[src/rtl/dcrf_pkg.sv]
// Shared types for the dual-class register file.
// Assumes a 2-bit op code and a 2-bit size code as listed in the brief.
package dcrf_pkg;
    typedef enum logic [1:0] {
        OP_MOVE = 2'd0,
        OP_ADD  = 2'd1,
        OP_SUB  = 2'd2,
        OP_AND  = 2'd3
    } alu_op_e;

    typedef enum logic [1:0] {
        SZ_BYTE = 2'd0,
        SZ_WORD = 2'd1,
        SZ_LONG = 2'd2
    } op_size_e;

    typedef enum logic [1:0] {
        ST_IDLE = 2'd0,
        ST_LO   = 2'd1,
        ST_HI   = 2'd2
    } pass_e;
endpackage

[src/rtl/dcrf_regs.sv]
// Register storage: NREG data registers followed by NREG address
// registers, addressed by {class, index}. Two read ports for operands,
// one narrow port for the external address, one write port.
// Assumes at most one write per cycle; writes land at the clock edge.
module dcrf_regs #(
    parameter  int NREG       = 8,
    parameter  int REG_W      = 32,
    parameter  int EXT_ADDR_W = 24,
    localparam int IDX_W      = $clog2(NREG),
    localparam int SEL_W      = IDX_W + 1
) (
    input  logic                  clk,
    input  logic                  rst_n,
    input  logic                  wr_en,
    input  logic [SEL_W-1:0]      wr_sel,
    input  logic [REG_W-1:0]      wr_data,
    input  logic [SEL_W-1:0]      rd_a_sel,
    output logic [REG_W-1:0]      rd_a_data,
    input  logic [SEL_W-1:0]      rd_b_sel,
    output logic [REG_W-1:0]      rd_b_data,
    input  logic [IDX_W-1:0]      ext_idx,
    output logic [EXT_ADDR_W-1:0] ext_data
);
    localparam int NENT = 2 * NREG;

    logic [REG_W-1:0] bank [NENT];

    for (genvar g = 0; g < NENT; g++) begin : g_reg
        // Hold one register; load it when the write port selects it.
        always_ff @(posedge clk) begin
            if (!rst_n) begin
                bank[g] <= '0;
            end else if (wr_en && (wr_sel == SEL_W'(g))) begin
                bank[g] <= wr_data;
            end
        end
    end

    // Operand and address read ports.
    always_comb begin
        rd_a_data = bank[rd_a_sel];
        rd_b_data = bank[rd_b_sel];
        ext_data  = bank[{1'b1, ext_idx}][EXT_ADDR_W-1:0];
    end
endmodule

[src/rtl/dcrf_sext.sv]
// Sign extension from IN_W to OUT_W bits; used to widen short
// address operands. Assumes OUT_W > IN_W.
module dcrf_sext #(
    parameter int IN_W  = 16,
    parameter int OUT_W = 32
) (
    input  logic [IN_W-1:0]  din,
    output logic [OUT_W-1:0] dout
);
    // Replicate the top input bit into the upper part.
    always_comb dout = {{(OUT_W-IN_W){din[IN_W-1]}}, din};
endmodule

[src/rtl/dcrf_alu.sv]
// One W-bit arithmetic pass with carry in. In narrow mode carry and
// overflow are taken at bit W/2-1 instead of W-1. For subtract, cin and
// cout mean borrow. Move and and report no carry and no overflow.
module dcrf_alu
    import dcrf_pkg::*;
#(
    parameter int W = 16
) (
    input  logic [W-1:0] a,
    input  logic [W-1:0] b,
    input  logic         cin,
    input  alu_op_e      op,
    input  logic         narrow,
    output logic [W-1:0] y,
    output logic         cout,
    output logic         ovf
);
    localparam int HW = W / 2;

    logic [W:0]  sum_w, dif_w;
    logic [HW:0] sum_n, dif_n;
    logic        sa, sb, sy;

    // Full and half width sums and differences.
    always_comb begin
        sum_w = {1'b0, a} + {1'b0, b} + {{W{1'b0}}, cin};
        dif_w = {1'b0, a} - {1'b0, b} - {{W{1'b0}}, cin};
        sum_n = {1'b0, a[HW-1:0]} + {1'b0, b[HW-1:0]} + {{HW{1'b0}}, cin};
        dif_n = {1'b0, a[HW-1:0]} - {1'b0, b[HW-1:0]} - {{HW{1'b0}}, cin};
    end

    // Select result, carry and overflow for the operation.
    always_comb begin
        y    = b;
        cout = 1'b0;
        ovf  = 1'b0;
        sa   = narrow ? a[HW-1] : a[W-1];
        sb   = narrow ? b[HW-1] : b[W-1];
        unique case (op)
            OP_ADD: begin
                y    = sum_w[W-1:0];
                sy   = narrow ? y[HW-1] : y[W-1];
                cout = narrow ? sum_n[HW] : sum_w[W];
                ovf  = (sa == sb) && (sy != sa);
            end
            OP_SUB: begin
                y    = dif_w[W-1:0];
                sy   = narrow ? y[HW-1] : y[W-1];
                cout = narrow ? dif_n[HW] : dif_w[W];
                ovf  = (sa != sb) && (sy != sa);
            end
            OP_AND: begin
                y  = a & b;
                sy = 1'b0;
            end
            default: begin
                y  = b;
                sy = 1'b0;
            end
        endcase
    end
endmodule

[src/rtl/dcrf_core.sv]
// Dual-class register file with a half-width ALU. On start, latches the
// destination value and the source value (sign-extended for short
// address operands), then runs one ALU pass for byte/word data
// operations or two passes (low, high) otherwise. Flags change only
// when the destination is a data register.
// Assumes start is presented only while done-waiting is not in progress;
// a start during a busy operation is ignored.
module dcrf_core
    import dcrf_pkg::*;
#(
    parameter  int NREG       = 8,
    parameter  int WORD_W     = 16,
    parameter  int EXT_ADDR_W = 24,
    localparam int REG_W      = 2 * WORD_W,
    localparam int IDX_W      = $clog2(NREG)
) (
    input  logic                  clk,
    input  logic                  rst_n,
    input  logic                  start,
    input  logic [1:0]            op,
    input  logic [1:0]            size,
    input  logic                  dst_cls,
    input  logic [IDX_W-1:0]      dst_idx,
    input  logic                  src_imm,
    input  logic                  src_cls,
    input  logic [IDX_W-1:0]      src_idx,
    input  logic [REG_W-1:0]      imm,
    input  logic [IDX_W-1:0]      addr_idx,
    output logic [REG_W-1:0]      result,
    output logic [3:0]            flags,
    output logic                  done,
    output logic [EXT_ADDR_W-1:0] ext_addr
);
    localparam int SEL_W  = IDX_W + 1;
    localparam int BYTE_W = WORD_W / 2;

    pass_e              state;
    alu_op_e            op_q;
    logic [SEL_W-1:0]   dst_sel_q;
    logic               narrow_q, long_q;
    logic [REG_W-1:0]   a_q, b_q;
    logic [WORD_W-1:0]  lo_y_q;
    logic               lo_c_q, lo_z_q;

    logic [REG_W-1:0]   rd_a_data, rd_b_data, b_src, b_ext, b_in;
    logic [WORD_W-1:0]  alu_a, alu_b, alu_y;
    logic               alu_cin, alu_c, alu_v, alu_narrow;
    logic               wr_en, nf, zf;
    logic [REG_W-1:0]   wr_data;
    logic               is_long, is_narrow;

    dcrf_regs #(
        .NREG(NREG), .REG_W(REG_W), .EXT_ADDR_W(EXT_ADDR_W)
    ) u_regs (
        .clk(clk), .rst_n(rst_n),
        .wr_en(wr_en), .wr_sel(dst_sel_q), .wr_data(wr_data),
        .rd_a_sel({dst_cls, dst_idx}), .rd_a_data(rd_a_data),
        .rd_b_sel({src_cls, src_idx}), .rd_b_data(rd_b_data),
        .ext_idx(addr_idx), .ext_data(ext_addr)
    );

    dcrf_sext #(.IN_W(WORD_W), .OUT_W(REG_W)) u_sext (
        .din(b_src[WORD_W-1:0]), .dout(b_ext)
    );

    dcrf_alu #(.W(WORD_W)) u_alu (
        .a(alu_a), .b(alu_b), .cin(alu_cin), .op(op_q),
        .narrow(alu_narrow), .y(alu_y), .cout(alu_c), .ovf(alu_v)
    );

    // Source selection and operand-shape decode at start.
    always_comb begin
        b_src     = src_imm ? imm : rd_b_data;
        is_long   = dst_cls || (size[1] == 1'b1);
        is_narrow = !dst_cls && (size == SZ_BYTE);
        b_in      = (dst_cls && !size[1]) ? b_ext : b_src;
    end

    // Feed the ALU the low or high half depending on the pass.
    always_comb begin
        if (state == ST_HI) begin
            alu_a      = a_q[REG_W-1:WORD_W];
            alu_b      = b_q[REG_W-1:WORD_W];
            alu_cin    = lo_c_q;
            alu_narrow = 1'b0;
        end else begin
            alu_a      = a_q[WORD_W-1:0];
            alu_b      = b_q[WORD_W-1:0];
            alu_cin    = 1'b0;
            alu_narrow = narrow_q;
        end
    end

    // Write-back data, merge of narrow results, and flag values.
    always_comb begin
        wr_en = (state == ST_HI) || ((state == ST_LO) && !long_q);
        if (state == ST_HI) begin
            wr_data = {alu_y, lo_y_q};
            nf      = alu_y[WORD_W-1];
            zf      = lo_z_q && (alu_y == '0);
        end else if (narrow_q) begin
            wr_data = {a_q[REG_W-1:BYTE_W], alu_y[BYTE_W-1:0]};
            nf      = alu_y[BYTE_W-1];
            zf      = (alu_y[BYTE_W-1:0] == '0);
        end else begin
            wr_data = {a_q[REG_W-1:WORD_W], alu_y};
            nf      = alu_y[WORD_W-1];
            zf      = (alu_y == '0);
        end
    end

    // Pass sequencer and operand latches.
    always_ff @(posedge clk) begin
        if (!rst_n) begin
            state     <= ST_IDLE;
            op_q      <= OP_MOVE;
            dst_sel_q <= '0;
            narrow_q  <= 1'b0;
            long_q    <= 1'b0;
            a_q       <= '0;
            b_q       <= '0;
            lo_y_q    <= '0;
            lo_c_q    <= 1'b0;
            lo_z_q    <= 1'b0;
        end else begin
            unique case (state)
                ST_IDLE: if (start) begin
                    state     <= ST_LO;
                    op_q      <= alu_op_e'(op);
                    dst_sel_q <= {dst_cls, dst_idx};
                    narrow_q  <= is_narrow;
                    long_q    <= is_long;
                    a_q       <= rd_a_data;
                    b_q       <= b_in;
                end
                ST_LO: begin
                    lo_y_q <= alu_y;
                    lo_c_q <= alu_c;
                    lo_z_q <= (alu_y == '0);
                    state  <= long_q ? ST_HI : ST_IDLE;
                end
                default: state <= ST_IDLE;
            endcase
        end
    end

    // Outputs: result, done pulse, and flags for data destinations only.
    always_ff @(posedge clk) begin
        if (!rst_n) begin
            result <= '0;
            flags  <= '0;
            done   <= 1'b0;
        end else begin
            done <= wr_en;
            if (wr_en) begin
                result <= wr_data;
                if (!dst_sel_q[SEL_W-1]) begin
                    flags <= {nf, zf, alu_v, alu_c};
                end
            end
        end
    end
endmodule

[config.mk]
export PLATFORM = sky130hd
export DESIGN_NAME = dcrf_core
export DESIGN_NICKNAME = d
export VERILOG_FILES = /design/src/rtl/dcrf_pkg.sv /design/src/rtl/dcrf_regs.sv /design/src/rtl/dcrf_sext.sv /design/src/rtl/dcrf_alu.sv /design/src/rtl/dcrf_core.sv
export SDC_FILE = /design/constraint.sdc
export NUM_CORES = 1
export LEC_CHECK = 0
export ABC_CLOCK_PERIOD_IN_PS = 8600
export BUFFER_PORTS_ARGS = -buffer_cell sky130_fd_sc_hd__buf_2
export CAP_MARGIN = 10
export CORE_MARGIN = 2
export CORE_UTILIZATION = 30
export DETAILED_ROUTE_END_ITERATION = 8
export GPL_ROUTABILITY_DRIVEN = 0
export SYNTH_ARGS = -nofsm -noshare
export SYNTH_HDL_FRONTEND = slang
export SYNTH_SLANG_ARGS = --single-unit
[constraint.sdc]
create_clock -name clk -period 8.6 [get_ports clk]
set_input_delay 0.43 -clock clk [delete_from_list [all_inputs] [get_ports clk]]
set_output_delay 0.43 -clock clk [all_outputs]
set_load 0.1 [all_outputs]
# == After elaboration in Yosys (flattened, before gate mapping) ==
# Memories as Yosys holds them, arrays and structs flattened. A register that Yosys moved wholly into a read port is not among the register bits.
# Index checks and enable logic that the tools add are counted.
# totals
ff_bits,97
mem_bits_rw,512
inputBits,51
output_inout_bits,61
word_cells,188
mem_count,1
# classes
n_addsub,8
eq_ne,25
mux,89
bitwise,18
reduce_logical,35
# mem_list
name,depth,word_bits,rd,rd_clocked_by_memory_dff,write_ports,line,source
u_regs.bank,16,32,3,1,16,dcrf_regs.sv:26,logic [REG_W-1:0] bank [NENT];
# op_table
operator,count
32-bit two-way mux,19
1-bit two-way mux,61
16-bit two-way mux,3
16-bit case mux with 3 select lines,1
4-bit == test (second input constant),8
1-bit logical AND,22
16-bit by 16-bit adder with 17-bit output,1
17-bit by 1-bit adder with 17-bit output,1
16-bit by 16-bit subtractor with 17-bit output,1
17-bit by 1-bit subtractor with 17-bit output,1
16-bit AND,1
4-bit by 3-bit == test with 1-bit output (second input constant),4
16-bit zero test,1
1-bit OR,16
8-bit by 8-bit adder with 9-bit output,1
9-bit by 1-bit adder with 9-bit output,1
8-bit by 8-bit subtractor with 9-bit output,1
9-bit by 1-bit subtractor with 9-bit output,1
4-bit by 2-bit == test with 1-bit output (second input constant),2
8-bit zero test,1
2-bit == test (second input constant),3
2-bit by 1-bit == test with 1-bit output (second input constant),2
4-bit by 1-bit == test with 1-bit output (second input constant),1
1-bit zero test,4
other kinds (11),18

# == Depth between registers and ports, before layout ==
# logic_depth
depth_word,8
mapped_depth,22
depth_no_buf,17

# == By module ==
# From an unflattened synthesis, not the netlist that was laid out.
# unflattened
hier_cells,2919
area_unflattened_um2,37223.2
# by_module_without_submodules
module,n_inst,cells_each,area_per_inst_um2,seq_area_each_um2
dcrf_regs,1,1778,28080.7,15374.7
dcrf_core,1,776,6443.7,2582.5
dcrf_alu,1,333,2458.6,0.0
dcrf_sext,1,32,240.2,0.0

# == Worst setup path after synthesis ==
# No wires, ideal clock.
# synth_timing
kind,register to register
start,register state[0]
end,"memory u_regs.bank[10][12], data pin"
arrival_ns,4.760
required_time_ns,8.334
path_slack_ns,3.574
path_stages_with_launch,20
synth_period_minus_slack_ns,5.026
cell_sequence,dfxtp_1 > nand2b_1 > clkbuf_1 > clkbuf_1 > buf_1 > buf_1 > nand2_1 > nand2_1 > ha_1 > ha_1 > a211o_1 > a31oi_2 > o21ai_0 > mux2i_1 > o21ai_0 > nand2_1 > mux2_2 > mux2i_1 > clkbuf_1 > nor2_1
# synth_rtl
element,line,source
"start, declared",dcrf_core.sv:37,pass_e state;
"start signal, assigned",dcrf_core.sv:140,state <= long_q ? ST_HI : ST_IDLE;
"end, declared",dcrf_regs.sv:26,

==> results.sh <==
export IMPL_core_sq_um=116000
export IMPL_synthesis_area_sq_um=35100
export IMPL_wire_per_inst_um=28.8
export IMPL_synth_seq_cells=641
export IMPL_fin_nets=2872
export IMPL_worst_pin_slew_ns=1.23
export IMPL_area_growth_pct=13.9
export IMPL_ys_warn_count=0
export IMPL_vdd_ir_drop_max_mv=0.142
export IMPL_fp_row_count=125
export IMPL_routed_top_layer="met4"
export IMPL_clk_latency_ns=0.64
export IMPL_p_per_area_nw_per_um2=205
export IMPL_drc=0
export IMPL_cts_tree="built"
export IMPL_hpwl_um=76600
export IMPL_die_y_um=346
export IMPL_drive_gt1_share_pct=27.0
export IMPL_final_core_util_pct=34.5
export IMPL_yosys_cell_types_count=76
export IMPL_synth_seq_area_share_pct=51.2
export IMPL_setup_violations=0
export IMPL_fin_crit_ns=5.70
export IMPL_netlist_top_cells_area="edfxtp_1 44%, mux4_2 24%, dfxtp_1 7.4%, nor2_1 6.7%, nand2_1 2.3%"
export IMPL_avgViaCountPerCell=5.80
export IMPL_root_buffer="clkbuf_16"
export IMPL_rsz0062_at_grt="false"
export IMPL_finalHoldViolations=0
export IMPL_crit_type="flip-flop to flip-flop"
export IMPL_postCtsSetupBuffers=0
export IMPL_die_area_sq_um=120000
export IMPL_cts_repair_resized=0
export IMPL_multi_input_comb_area_sq_um=16300
export IMPL_fp_dieW_um=346
export IMPL_slew_violations=0
export IMPL_dr_wl_met2_um=57000
export IMPL_crit_family="compound AO/OA/AOI/OAI gates"
export IMPL_antenna_found_initial=6
export IMPL_hp_class="primary input to flip-flop"
export IMPL_p_leak_nw=13.9
export IMPL_r2r_setup_slack_ns=2.90
export IMPL_period_share_pct=66.3
export IMPL_synth_commonest_cells="628 x nor2_1, 512 x edfxtp_1, 368 x mux4_2"
export IMPL_clock_sinks=641
export IMPL_async_flop_share_pct=0
export IMPL_drtIter0Drc=3445
export IMPL_cap_violations=0
export IMPL_crit_path_max_fanout=26
export IMPL_arrival_ns=6.05
export IMPL_cts_max_level=3
export IMPL_numPortBuffers=111
export IMPL_routed_wl_um=125000
export IMPL_fillerInstances=11300
export IMPL_syn_area_per_cell_sq_um=12.8
export IMPL_crit_chain="and2b_2 > buf_4 > mux2_2 > ha_1 > a21oi_1 > o22ai_1 > a211oi_1 > o21ai_1 > a31o_2 > a211o_1 > a21oi_1 > or2_1 > nor2_1"
export IMPL_dr_pass1_iters=9
export IMPL_grt_max_degree=78
export IMPL_start_util_pct=30.2
export IMPL_skew_ns=0.0171
export IMPL_regArea_sq_um=18000
export IMPL_synth_edff_count=512
export IMPL_startpoint_type="flip-flop"
export IMPL_cts_buffers=72
export IMPL_cts_max_path_buffers=3
export IMPL_maxSlewHeadroom_pct=16.2
export IMPL_synth_most_common_cell="nor2_1"
export IMPL_grt_first_pass_wirelength_um=177000
export IMPL_path_buf_inv=1
export IMPL_endpoint_kind="flip-flop"
export IMPL_crit_path_frequent_cell="a21oi_1"
export IMPL_fin_tns_setup_ns=0
export IMPL_synth_nets=2838
export IMPL_synth_largest_area_cell="edfxtp_1"
export IMPL_antenna_left=0
export IMPL_grt_pass1_vias=24500
export IMPL_max_freq_mhz=175
export IMPL_status="finished clean"
export IMPL_overflow=0
export IMPL_slowest_stage="and2b_2"
export IMPL_path_clk_slew_ns=0.06
export IMPL_ctsHoldBuffers=0
export IMPL_dr_wl_met3_um=15700
export IMPL_cpPeakStageDelay_ns=0.65
export IMPL_grt_usage_pct=20.5
export IMPL_top_level_ports=112
export IMPL_synth_flop_cell="edfxtp_1"
export IMPL_vias=25200
export IMPL_met1Wirelength_um=47500
export IMPL_synth_top_cell_area_share_pct=43.8
export IMPL_crit_required_ns=8.95
export IMPL_syn_instance_count=2736
## final timing paths
check	startpoint	to	cells after the start
setup / recovery	state[1]$_SDFFE_PN0P_	u_regs.bank[9][13]$_SDFFCE_PN0P_	13
hold / removal	op[1]	op_q[1]$_SDFFE_PN0P_	3
setup reg to reg	state[1]$_SDFFE_PN0P_	u_regs.bank[9][13]$_SDFFCE_PN0P_	13
hold reg to reg	lo_y_q[3]$_SDFFE_PN0P_	lo_y_q[3]$_SDFFE_PN0P_	2
## flip-flops by register name, indices dropped and copies added, names as in the netlist
register,cells
a_q,32
b_q,32
done,1
dst_sel_q,4
flags,4
lo_c_q,1
lo_y_q,16
lo_z_q,1
long_q,1
narrow_q,1
op_q,2
result,32
state,2
u_regs.bank,512
## tightest hold or removal path, cell delays in order
cell,delay [ns]
buf_2,0.10
nand2_1,0.05
a21oi_1,0.05
## cell families (layout without fill, tap and decap cells)
| logic type | after synthesis | in the layout | synth area share (%) |
|---|---|---|---|
| AOI/OAI and AO/OA | 308 | 308 | 5.76 |
| xor gates and xnor gates | 17 | 17 | 0.424 |
| DFF | 641 | 641 | 51.2 |
| muxes | 467 | 467 | 26.5 |
| adders and majority gates | 51 | 51 | 1.86 |
| buffers and inverters | 296 | 388 | 3.23 |
| and+or+nand+nor | 956 | 956 | 11.0 |
| other | 0 | 1 | 0 |
## stage by stage
stage               setup WS (ns)  area [sq um]  cells  hold WS, ns  total power, mW
floorplan                    3.57         35100   2736        0.436             4.62
global placement             3.16         37600   4219        0.442             5.10
detailed placement           3.06         37600   4219        0.446             5.11
CTS                          3.02         40000   4351       0.0174             8.19
global route                 2.69         40000   4352       0.0771             8.42
finish                       2.90         40000   4353       0.0384             8.19
## report_power, final
| group | internal, mW | total [mW] | leakage (nW) | switching, mW |
|---|---|---|---|---|
| Combinational | 0.508 | 1.50 | 6.45 | 0.991 |
| Clock | 1.82 | 3.12 | 1.16 | 1.30 |
| Sequential | 3.48 | 3.57 | 6.34 | 0.0931 |
| Total | 5.81 | 8.19 | 13.9 | 2.38 |
## placed cells by master, fill, tap and decap left out, drive strengths merged, types with 5 or more instances in the layout
cell type and instances:
nor2 628, edfxtp 512, mux4 368, nand2 216
buf 198, dfxtp 129, a21oi 113, clkbuf 105
mux2i 69, inv 63, a211oi 61, ha 49
o21ai 44, mux2 30, nand3 22, nor3 19
clkinv 16, a21o 12, xnor2 10, nand2b 10
and3 9, or3 8, o211ai 8, a31oi 8
xor2 7, nand3b 6, o21a 6, or2 6
a211o 5, a311oi 5, and2 5
## routing by layer
metal / vias to the layer above / track usage [%]
li1: 10400 / -
met1: 12900 / 26.9
met2: 1664 / 32.1
met3: 261 / 5.95
met4: 0 / 8.17
met5: - / 0
## layout make-up
type / instances / share of cell area [%]
clock inverters: 27 / 0.582
flip-flops and latches: 641 / 44.9
repair buffers: 198 / 3.16
clock buffers: 105 / 5.34
well taps: 1524 / 4.77
multi-input cells: 1799 / 40.7
diodes: 1 / 0.00626
inverters: 58 / 0.551
(Power assumes the default switching activity.)
